**config.mk**
```make
export PLATFORM = sky130hd
export DESIGN_NAME = evt_delay_chan
export DESIGN_NICKNAME = d
export VERILOG_FILES = /design/src/rtl/evt_delay_pkg.sv /design/src/rtl/edc_rst_sync.sv /design/src/rtl/edc_setting.sv /design/src/rtl/edc_counter.sv /design/src/rtl/edc_readmux.sv /design/src/rtl/evt_delay_chan.sv
export SDC_FILE = /design/constraint.sdc
export NUM_CORES = 1
export LEC_CHECK = 0
export ABC_AREA = 0
export BUFFER_PORTS_ARGS = -buffer_cell sky130_fd_sc_hd__buf_2
export CORE_MARGIN = 4
export CORE_UTILIZATION = 45
export CTS_CLUSTER_DIAMETER = 120
export CTS_CLUSTER_SIZE = 16
export DETAILED_ROUTE_END_ITERATION = 10
export PLACE_DENSITY_LB_ADDON = 0.12
export SYNTH_ARGS = -nofsm -noshare
export SYNTH_HDL_FRONTEND = slang
export SYNTH_SLANG_ARGS = --single-unit
```
**constraint.sdc**
```tcl
create_clock -name clk -period 4.7 [get_ports clk]
set_clock_uncertainty 0.2 [all_clocks]
set_input_delay 0.47 -clock clk [delete_from_list [all_inputs] [get_ports clk]]
set_output_delay 0.47 -clock clk [all_outputs]
set_load 0.05 [all_outputs]
```
**src/rtl/evt_delay_pkg.sv**
```systemverilog
package evt_delay_pkg;
  localparam int SEL_W     = 3;
  localparam int CODE_W    = 8;
  localparam int MIN_DELAY = 2;
  localparam logic [CODE_W-1:0] IMM_CODE_A = 8'hFF;
  localparam logic [CODE_W-1:0] IMM_CODE_B = 8'hFE;

  typedef enum logic [SEL_W-1:0] {
    WSEL_LO  = 3'd0,
    WSEL_HI  = 3'd1,
    WSEL_EVT = 3'd2
  } wsel_e;

  typedef enum logic [SEL_W-1:0] {
    RSEL_RUN_LO = 3'd0,
    RSEL_RUN_HI = 3'd1,
    RSEL_STG_LO = 3'd2,
    RSEL_STG_HI = 3'd3,
    RSEL_STAT   = 3'd4
  } rsel_e;
endpackage

```
**src/rtl/edc_rst_sync.sv**
```systemverilog
module edc_rst_sync (
  input  logic clk,
  input  logic rst_n,
  output logic srst_n
);
  logic [1:0] sync_q;
  always_ff @(posedge clk or negedge rst_n) begin
    if (!rst_n) sync_q <= 2'b00;
    else        sync_q <= {sync_q[0], 1'b1};
  end
  assign srst_n = sync_q[1];
endmodule

```
**src/rtl/edc_setting.sv**
```systemverilog
module edc_setting
  import evt_delay_pkg::*;
#(
  parameter int WORD_W = 16,
  localparam int DLY_W = 2 * WORD_W
) (
  input  logic              clk,
  input  logic              rst_n,
  input  logic              wr_en_i,
  input  logic [SEL_W-1:0]  wr_sel_i,
  input  logic [WORD_W-1:0] wr_data_i,
  input  logic              enable_i,
  input  logic              inhibit_i,
  input  logic              evt_valid_i,
  input  logic [CODE_W-1:0] evt_code_i,
  input  logic              busy_i,
  output logic [DLY_W-1:0]  shadow_o,
  output logic [DLY_W-1:0]  run_o,
  output logic              en_o,
  output logic              waiting_o,
  output logic              pending_o,
  output logic              repeat_o,
  output logic              code_wr_o,
  output logic [CODE_W-1:0] code_o
);
  logic [DLY_W-1:0]  shadow_q, shadow_d, run_q, run_d;
  logic              lo_ok_q, lo_ok_d, hi_ok_q, hi_ok_d;
  logic              waiting_q, waiting_d, pending_q, pending_d;
  logic              repeat_q, repeat_d, code_wr_q, code_wr_d;
  logic              en_q, en_d;
  logic [CODE_W-1:0] code_q, code_d;
  logic              commit, evt_hit, wr_code, imm;

  assign wr_code = wr_en_i && (wr_sel_i == WSEL_EVT);
  assign imm     = (wr_data_i[CODE_W-1:0] == IMM_CODE_A) ||
                   (wr_data_i[CODE_W-1:0] == IMM_CODE_B);
  assign evt_hit = evt_valid_i && waiting_q && en_q && (evt_code_i == code_q);

  always_comb begin
    shadow_d  = shadow_q;
    run_d     = run_q;
    lo_ok_d   = lo_ok_q;
    hi_ok_d   = hi_ok_q;
    waiting_d = waiting_q;
    pending_d = pending_q;
    repeat_d  = repeat_q;
    code_wr_d = code_wr_q;
    code_d    = code_q;
    en_d      = en_q;
    commit    = 1'b0;

    if (enable_i) en_d = 1'b1;

    if (wr_en_i && wr_sel_i == WSEL_LO) begin
      shadow_d[WORD_W-1:0] = wr_data_i;
      lo_ok_d = 1'b1;
    end
    if (wr_en_i && wr_sel_i == WSEL_HI) begin
      shadow_d[DLY_W-1:WORD_W] = wr_data_i;
      hi_ok_d = 1'b1;
    end

    // deferred commit once the countdown has ended
    if (pending_q && !busy_i) begin
      commit    = 1'b1;
      pending_d = 1'b0;
    end

    if (evt_hit) begin
      if (!repeat_q) waiting_d = 1'b0;
      if (busy_i) pending_d = 1'b1;
      else        commit    = 1'b1;
    end

    if (wr_code) begin
      code_wr_d = 1'b1;
      code_d    = wr_data_i[CODE_W-1:0];
      repeat_d  = wr_data_i[WORD_W-1];
      if (lo_ok_q && hi_ok_q && en_q) begin
        lo_ok_d = 1'b0;
        hi_ok_d = 1'b0;
        if (imm) begin
          waiting_d = 1'b0;
          if (busy_i) pending_d = 1'b1;
          else        commit    = 1'b1;
        end else begin
          waiting_d = 1'b1;
        end
      end
    end

    if (inhibit_i) begin
      en_d      = 1'b0;
      waiting_d = 1'b0;
      pending_d = 1'b0;
      commit    = 1'b0;
    end

    if (commit) run_d = shadow_q;
  end

  always_ff @(posedge clk or negedge rst_n) begin
    if (!rst_n) begin
      shadow_q  <= '0;
      run_q     <= '0;
      lo_ok_q   <= 1'b0;
      hi_ok_q   <= 1'b0;
      waiting_q <= 1'b0;
      pending_q <= 1'b0;
      repeat_q  <= 1'b0;
      code_wr_q <= 1'b0;
      code_q    <= '0;
      en_q      <= 1'b0;
    end else begin
      shadow_q  <= shadow_d;
      run_q     <= run_d;
      lo_ok_q   <= lo_ok_d;
      hi_ok_q   <= hi_ok_d;
      waiting_q <= waiting_d;
      pending_q <= pending_d;
      repeat_q  <= repeat_d;
      code_wr_q <= code_wr_d;
      code_q    <= code_d;
      en_q      <= en_d;
    end
  end

  assign shadow_o  = shadow_q;
  assign run_o     = run_q;
  assign en_o      = en_q;
  assign waiting_o = waiting_q;
  assign pending_o = pending_q;
  assign repeat_o  = repeat_q;
  assign code_wr_o = code_wr_q;
  assign code_o    = code_q;

  // the running delay never moves while a countdown is in progress
  assert_run_hold_busy_R4: assert property (@(posedge clk) disable iff (!rst_n)
    busy_i |=> $stable(run_q));
  // inhibit drops enable, waiting and pending
  assert_inhibit_clears_R9: assert property (@(posedge clk) disable iff (!rst_n)
    inhibit_i |=> (!en_q && !waiting_q && !pending_q));
  // waiting is only ever raised by a load-code write
  assert_wait_from_write_R3: assert property (@(posedge clk) disable iff (!rst_n)
    $rose(waiting_q) |-> $past(wr_en_i && wr_sel_i == WSEL_EVT));
endmodule

```
**src/rtl/edc_counter.sv**
```systemverilog
module edc_counter
  import evt_delay_pkg::*;
#(
  parameter int DLY_W = 32
) (
  input  logic             clk,
  input  logic             rst_n,
  input  logic             tick_i,
  input  logic             trig_i,
  input  logic             en_i,
  input  logic             inhibit_i,
  input  logic [DLY_W-1:0] run_i,
  output logic             busy_o,
  output logic             pulse_o
);
  localparam logic [DLY_W-1:0] FLOOR = DLY_W'(MIN_DELAY);

  logic [DLY_W-1:0] cnt_q, cnt_d, eff;
  logic             busy_q, busy_d, pulse_q, pulse_d;

  assign eff = (run_i < FLOOR) ? FLOOR : run_i;

  always_comb begin
    cnt_d   = cnt_q;
    busy_d  = busy_q;
    pulse_d = pulse_q;
    if (inhibit_i) begin
      busy_d  = 1'b0;
      pulse_d = 1'b0;
    end else begin
      if (tick_i && pulse_q) pulse_d = 1'b0;
      if (busy_q) begin
        if (tick_i) begin
          if (cnt_q == DLY_W'(1)) begin
            busy_d  = 1'b0;
            pulse_d = 1'b1;
          end else begin
            cnt_d = cnt_q - DLY_W'(1);
          end
        end
      end else if (trig_i && en_i) begin
        busy_d = 1'b1;
        cnt_d  = eff;
      end
    end
  end

  always_ff @(posedge clk or negedge rst_n) begin
    if (!rst_n) begin
      cnt_q   <= '0;
      busy_q  <= 1'b0;
      pulse_q <= 1'b0;
    end else begin
      cnt_q   <= cnt_d;
      busy_q  <= busy_d;
      pulse_q <= pulse_d;
    end
  end

  assign busy_o  = busy_q;
  assign pulse_o = pulse_q;

  // a running countdown never sits at zero
  assert_cnt_nonzero_R2: assert property (@(posedge clk) disable iff (!rst_n)
    busy_q |-> (cnt_q != '0));
  // the pulse only starts at the end of a countdown
  assert_pulse_after_busy_R6: assert property (@(posedge clk) disable iff (!rst_n)
    $rose(pulse_q) |-> $past(busy_q));
  // inhibit aborts the countdown and the pulse
  assert_inhibit_abort_R9: assert property (@(posedge clk) disable iff (!rst_n)
    inhibit_i |=> (!busy_q && !pulse_q));
endmodule

```
**src/rtl/edc_readmux.sv**
```systemverilog
module edc_readmux
  import evt_delay_pkg::*;
#(
  parameter int WORD_W = 16,
  localparam int DLY_W = 2 * WORD_W
) (
  input  logic [SEL_W-1:0]  rd_sel_i,
  input  logic [DLY_W-1:0]  run_i,
  input  logic [DLY_W-1:0]  shadow_i,
  input  logic              en_i,
  input  logic              clk_ok_i,
  input  logic              pending_i,
  input  logic              waiting_i,
  input  logic              code_wr_i,
  input  logic              repeat_i,
  input  logic [CODE_W-1:0] code_i,
  output logic [WORD_W-1:0] rd_data_o
);
  logic [15:0] stat;
  assign stat = {code_i, repeat_i, 2'b00, code_wr_i, waiting_i, pending_i, clk_ok_i, en_i};

  always_comb begin
    case (rd_sel_i)
      RSEL_RUN_LO: rd_data_o = run_i[WORD_W-1:0];
      RSEL_RUN_HI: rd_data_o = run_i[DLY_W-1:WORD_W];
      RSEL_STG_LO: rd_data_o = shadow_i[WORD_W-1:0];
      RSEL_STG_HI: rd_data_o = shadow_i[DLY_W-1:WORD_W];
      RSEL_STAT:   rd_data_o = WORD_W'(stat);
      default:     rd_data_o = '0;
    endcase
  end
endmodule

```
**src/rtl/evt_delay_chan.sv**
```systemverilog
module evt_delay_chan
  import evt_delay_pkg::*;
#(
  parameter int WORD_W = 16
) (
  input  logic              clk,
  input  logic              rst_n,
  input  logic              tick_i,
  input  logic              clk_present_i,
  input  logic              wr_en_i,
  input  logic [SEL_W-1:0]  wr_sel_i,
  input  logic [WORD_W-1:0] wr_data_i,
  input  logic [SEL_W-1:0]  rd_sel_i,
  output logic [WORD_W-1:0] rd_data_o,
  input  logic              enable_i,
  input  logic              inhibit_i,
  input  logic              trig_i,
  input  logic              evt_valid_i,
  input  logic [CODE_W-1:0] evt_code_i,
  output logic              pulse_o
);
  localparam int DLY_W = 2 * WORD_W;

  logic              srst_n, busy, en, waiting, pending, rpt, code_wr;
  logic [DLY_W-1:0]  shadow, run;
  logic [CODE_W-1:0] code;

  edc_rst_sync u_rst (.clk(clk), .rst_n(rst_n), .srst_n(srst_n));

  edc_setting #(.WORD_W(WORD_W)) u_set (
    .clk(clk), .rst_n(srst_n), .wr_en_i(wr_en_i), .wr_sel_i(wr_sel_i),
    .wr_data_i(wr_data_i), .enable_i(enable_i), .inhibit_i(inhibit_i),
    .evt_valid_i(evt_valid_i), .evt_code_i(evt_code_i), .busy_i(busy),
    .shadow_o(shadow), .run_o(run), .en_o(en), .waiting_o(waiting),
    .pending_o(pending), .repeat_o(rpt), .code_wr_o(code_wr), .code_o(code)
  );

  edc_counter #(.DLY_W(DLY_W)) u_cnt (
    .clk(clk), .rst_n(srst_n), .tick_i(tick_i), .trig_i(trig_i), .en_i(en),
    .inhibit_i(inhibit_i), .run_i(run), .busy_o(busy), .pulse_o(pulse_o)
  );

  edc_readmux #(.WORD_W(WORD_W)) u_rd (
    .rd_sel_i(rd_sel_i), .run_i(run), .shadow_i(shadow), .en_i(en),
    .clk_ok_i(clk_present_i), .pending_i(pending), .waiting_i(waiting),
    .code_wr_i(code_wr), .repeat_i(rpt), .code_i(code), .rd_data_o(rd_data_o)
  );

  // a trigger never disturbs a countdown already in progress
  assert_no_restart_R11: assert property (@(posedge clk) disable iff (!srst_n)
    (busy && !tick_i && !inhibit_i) |=> busy);
endmodule

```
==> out/metrics.yaml <==
power_and_ir_drop:
  power.switching_w: 0.000987
  power.share.clock: 0.398
  pwr-share-comb: 0.176
  seqPwrFrac: 0.427
  p_per_area_nw_per_um2: 457
  sw_frac_of_total: 0.310
  p_int_w: 0.00220
  leakagePower_nw: 2.98
  ir_drop_mv: 0.278
sta:
  fin_setup_tns_ps: 0
  hold_viol: 0
  post-route-min-period_ps: 3210
  whs_ps: 73.0
  finalCritPeriodShare: 0.684
  rsz0062_at_grt: "false"
  worstMarginPinSlew_ps: 1100
  setup_viol: 0
  slew_violations: 0
  slew_headroom: 0.267
  fmax_mhz: 311
clock_tree:
  htree_num_levels: 4
  postCtsSetupBuffers: 0
  numCtsBuffers: 17
  cts.sinks: 115
  clock-root-buffer: "clkbuf_16"
  cts-resized-gates: 0
  clk_latency_ps: 420
  path_clk_slew_ps: 50
  clk_path_buf_depth: 2
  cts_tree: "yes"
global_routing:
  grt_pass1_vias: 4862
  globalRouteOverflowTotal: 0
  grt.total_usage: 0.241
  antenna_found_initial: 0
  grt_max_degree: 77
  grt_pass1_wl_um: 27200
floorplanning:
  rows: 41
  start_util: 0.466
  die_area_um2: 15100
  ios: 56
  fp.dieH_um: 123
  die_w_um: 123
  core-area_um2: 12800
critical_path:
  path_class: "in -> out"
  crit_end: "rd_data_o[8]"
  r2r_setup_slack_ps: 1520
  cp_max_fo: 21
  crit_path_start_kind: "primary input"
  rr_endpoint: "u_cnt.cnt_q[20]"
  reg2reg_from: "u_cnt.cnt_q[6]"
  arrival_ps: 2540
  critPathLaunch: "rd_sel_i[0]"
  endpoint_kind: "output port"
  worstRegToRegCells: 6
  worstPathRequired_ps: 4030
detailed_routing:
  dr.pass1.iters: 7
  vias: 4922
  drc: 0
  avgViaCountPerCell: 6.29
  antenna_left: 0
  drtIter0Drc: 473
  drt-total-wl_um: 17200
  wl_per_cell_um: 22.0
layout:
  fill_cells: 1120
  drive_above_1_share: 0.319
  syn2layout_area_growth_pct: 17.1
  diodes: 0
  finalNetCount: 639
synthesis:
  ys_seq_area_frac: 0.483
  netlist_area_um2: 5950
  ys_async_sr_fraction: 1.00
  netlist_instances: 550
  synth_edf_count: 0
  synth_compound_area_frac: 0.145
  synth_xor_area_frac: 0.0118
  ys.flop_type: "dfrtp_1"
  yosys_warnings: 0
  synth_adder_area_share: 0.00420
  yosysUniqueCellTypes: 63
  synthMuxAreaShare: 0.175
  synth_simple_gate_area_frac: 0.147
  ys_ff_latch: 115
  synth_top_family_by_area: "multiplexers"
  syn_avg_cell_area_um2: 10.8
  synth_nets: 591
run_status:
  status: "complete, no violations"
placement:
  gp_congestion: 0.830
  portBuffers: 55
  hpwl_um: 11700
min_path:
  min_path_type: "in -> reg"
flow_run:
  maxCapViolCount: 0
[power by group through the flow]
stage	sequential, W	clock, W	combinational, W
after floorplan	0.00130	0	0.000449
after global placement	0.00136	0	0.000540
after detailed placement	0.00137	0	0.000555
after CTS	0.00136	0.00128	0.000558
after global routing	0.00139	0.00134	0.000617
final	0.00136	0.00127	0.000559
[placed cells by master, fill, tap and decap left out, drive strengths merged, types with 5 or more instances in the layout]
cell / count
nor3: 25
or3: 5
o21ai: 14
or4: 7
nand3: 11
nor2: 39
dfrtp: 115
nor4: 15
a21oi: 23
a31oi: 6
mux2: 86
buf: 63
clkbuf: 21
nand2: 28
a22oi: 30
nand4: 13
inv: 8
o22ai: 23
[stage by stage]
step                      area (um2)  total power (W)  setup WS (ps)  instances   util
final                           6970          0.00319           1490        783  0.546
after CTS                       6970          0.00320           1520        783  0.546
after global placement          6380          0.00190           1560        750  0.499
after detailed placement        6380          0.00192           1500        750  0.499
after floorplan                 5950          0.00174           1060        550      -
after global routing            6970          0.00334           1360        783  0.546
[repair_timing]
| item | 4_1_cts | 5_1_grt |
|---|---|---|
| hold buffers | 1 | 0 |
| setup endpoints to repair | 0 | 0 |
| endpoints found under the hold margin | 2 | 0 |
[critical path, stage by stage]
cell and delay (ps):
buf_2 430, nor2b_1 900, a22oi_1 140, o22ai_1 280, buf_2 310
[cells in the mapped netlist (all sizes together), types with 2 or more instances]
library cell,count,area share
buf,10,0.012
xnor2,4,0.0059
or2,2,0.0021
nand2,28,0.018
mux4,2,0.0076
nand4,13,0.015
nor4,15,0.016
o32ai,4,0.0059
and2,4,0.0042
nand3b,3,0.0038
inv,7,0.0044
a211oi,2,0.0025
o21a,3,0.0038
nor4bb,2,0.0034
a21oi,23,0.020
nand3,11,0.0092
nor3,25,0.023
o31ai,3,0.0038
clkbuf,25,0.016
o311ai,2,0.0029
a22oi,30,0.038
o211ai,4,0.0050
or3,5,0.0053
dfrtp,115,0.48
or4,7,0.010
ha,2,0.0042
mux2i,3,0.0050
mux2,86,0.16
a31oi,6,0.0063
xor2,4,0.0059
o21ai,14,0.012
nor2,39,0.025
and4b,2,0.0034
a311oi,4,0.0059
o22ai,23,0.024
[per-layer routing]
metal	GRT usage	share of wire
met4	0.0630	0.011
met2	0.388	0.49
met5	0	0
met1	0.321	0.43
met3	0.0686	0.071
[kinds of logic (layout without fill, tap and decap cells)]
group / count (synthesis) / count (layout)
fa+ha+maj: 2 / 2
other cells: 1 / 1
buf+inv: 42 / 103
flops: 115 / 115
mux: 91 / 91
xor+xnor: 8 / 8
compound gates: 128 / 128
simple gates: 163 / 163
[area by class of cell]
class | instances | area [um2] | area share
well taps | 172 | 215 | 0.0309
clock buffers | 21 | 450 | 0.0646
inverters | 7 | 26.3 | 0.00377
flip-flops and latches | 115 | 2880 | 0.413
multi-input cells | 393 | 2920 | 0.419
repair buffers | 64 | 345 | 0.0496
clock inverters | 11 | 130 | 0.0187
[how the worst min path moves through the flow]
stage	from	to	slack, ps	depth (start not counted)
after global routing	wr_data_i[8]	u_set.shadow_o[8]	90	2
final	enable_i	u_set.en_o	70	3
after CTS	enable_i	u_set.en_o	60	3
after detailed placement	rst_n	u_rst.sync_q[0]	60	1
after global placement	rst_n	u_rst.sync_q[0]	60	1
after floorplan	rst_n	u_rst.sync_q[0]	-30	0
[sequential cells by signal, indices dropped and copies added (netlist names), 2 cells and up]
signal	count
u_rst.sync_q	2
u_set.run_o	32
u_cnt.cnt_q	32
u_set.shadow_o	32
u_set.code_o	8
(Power assumes the default switching activity.)
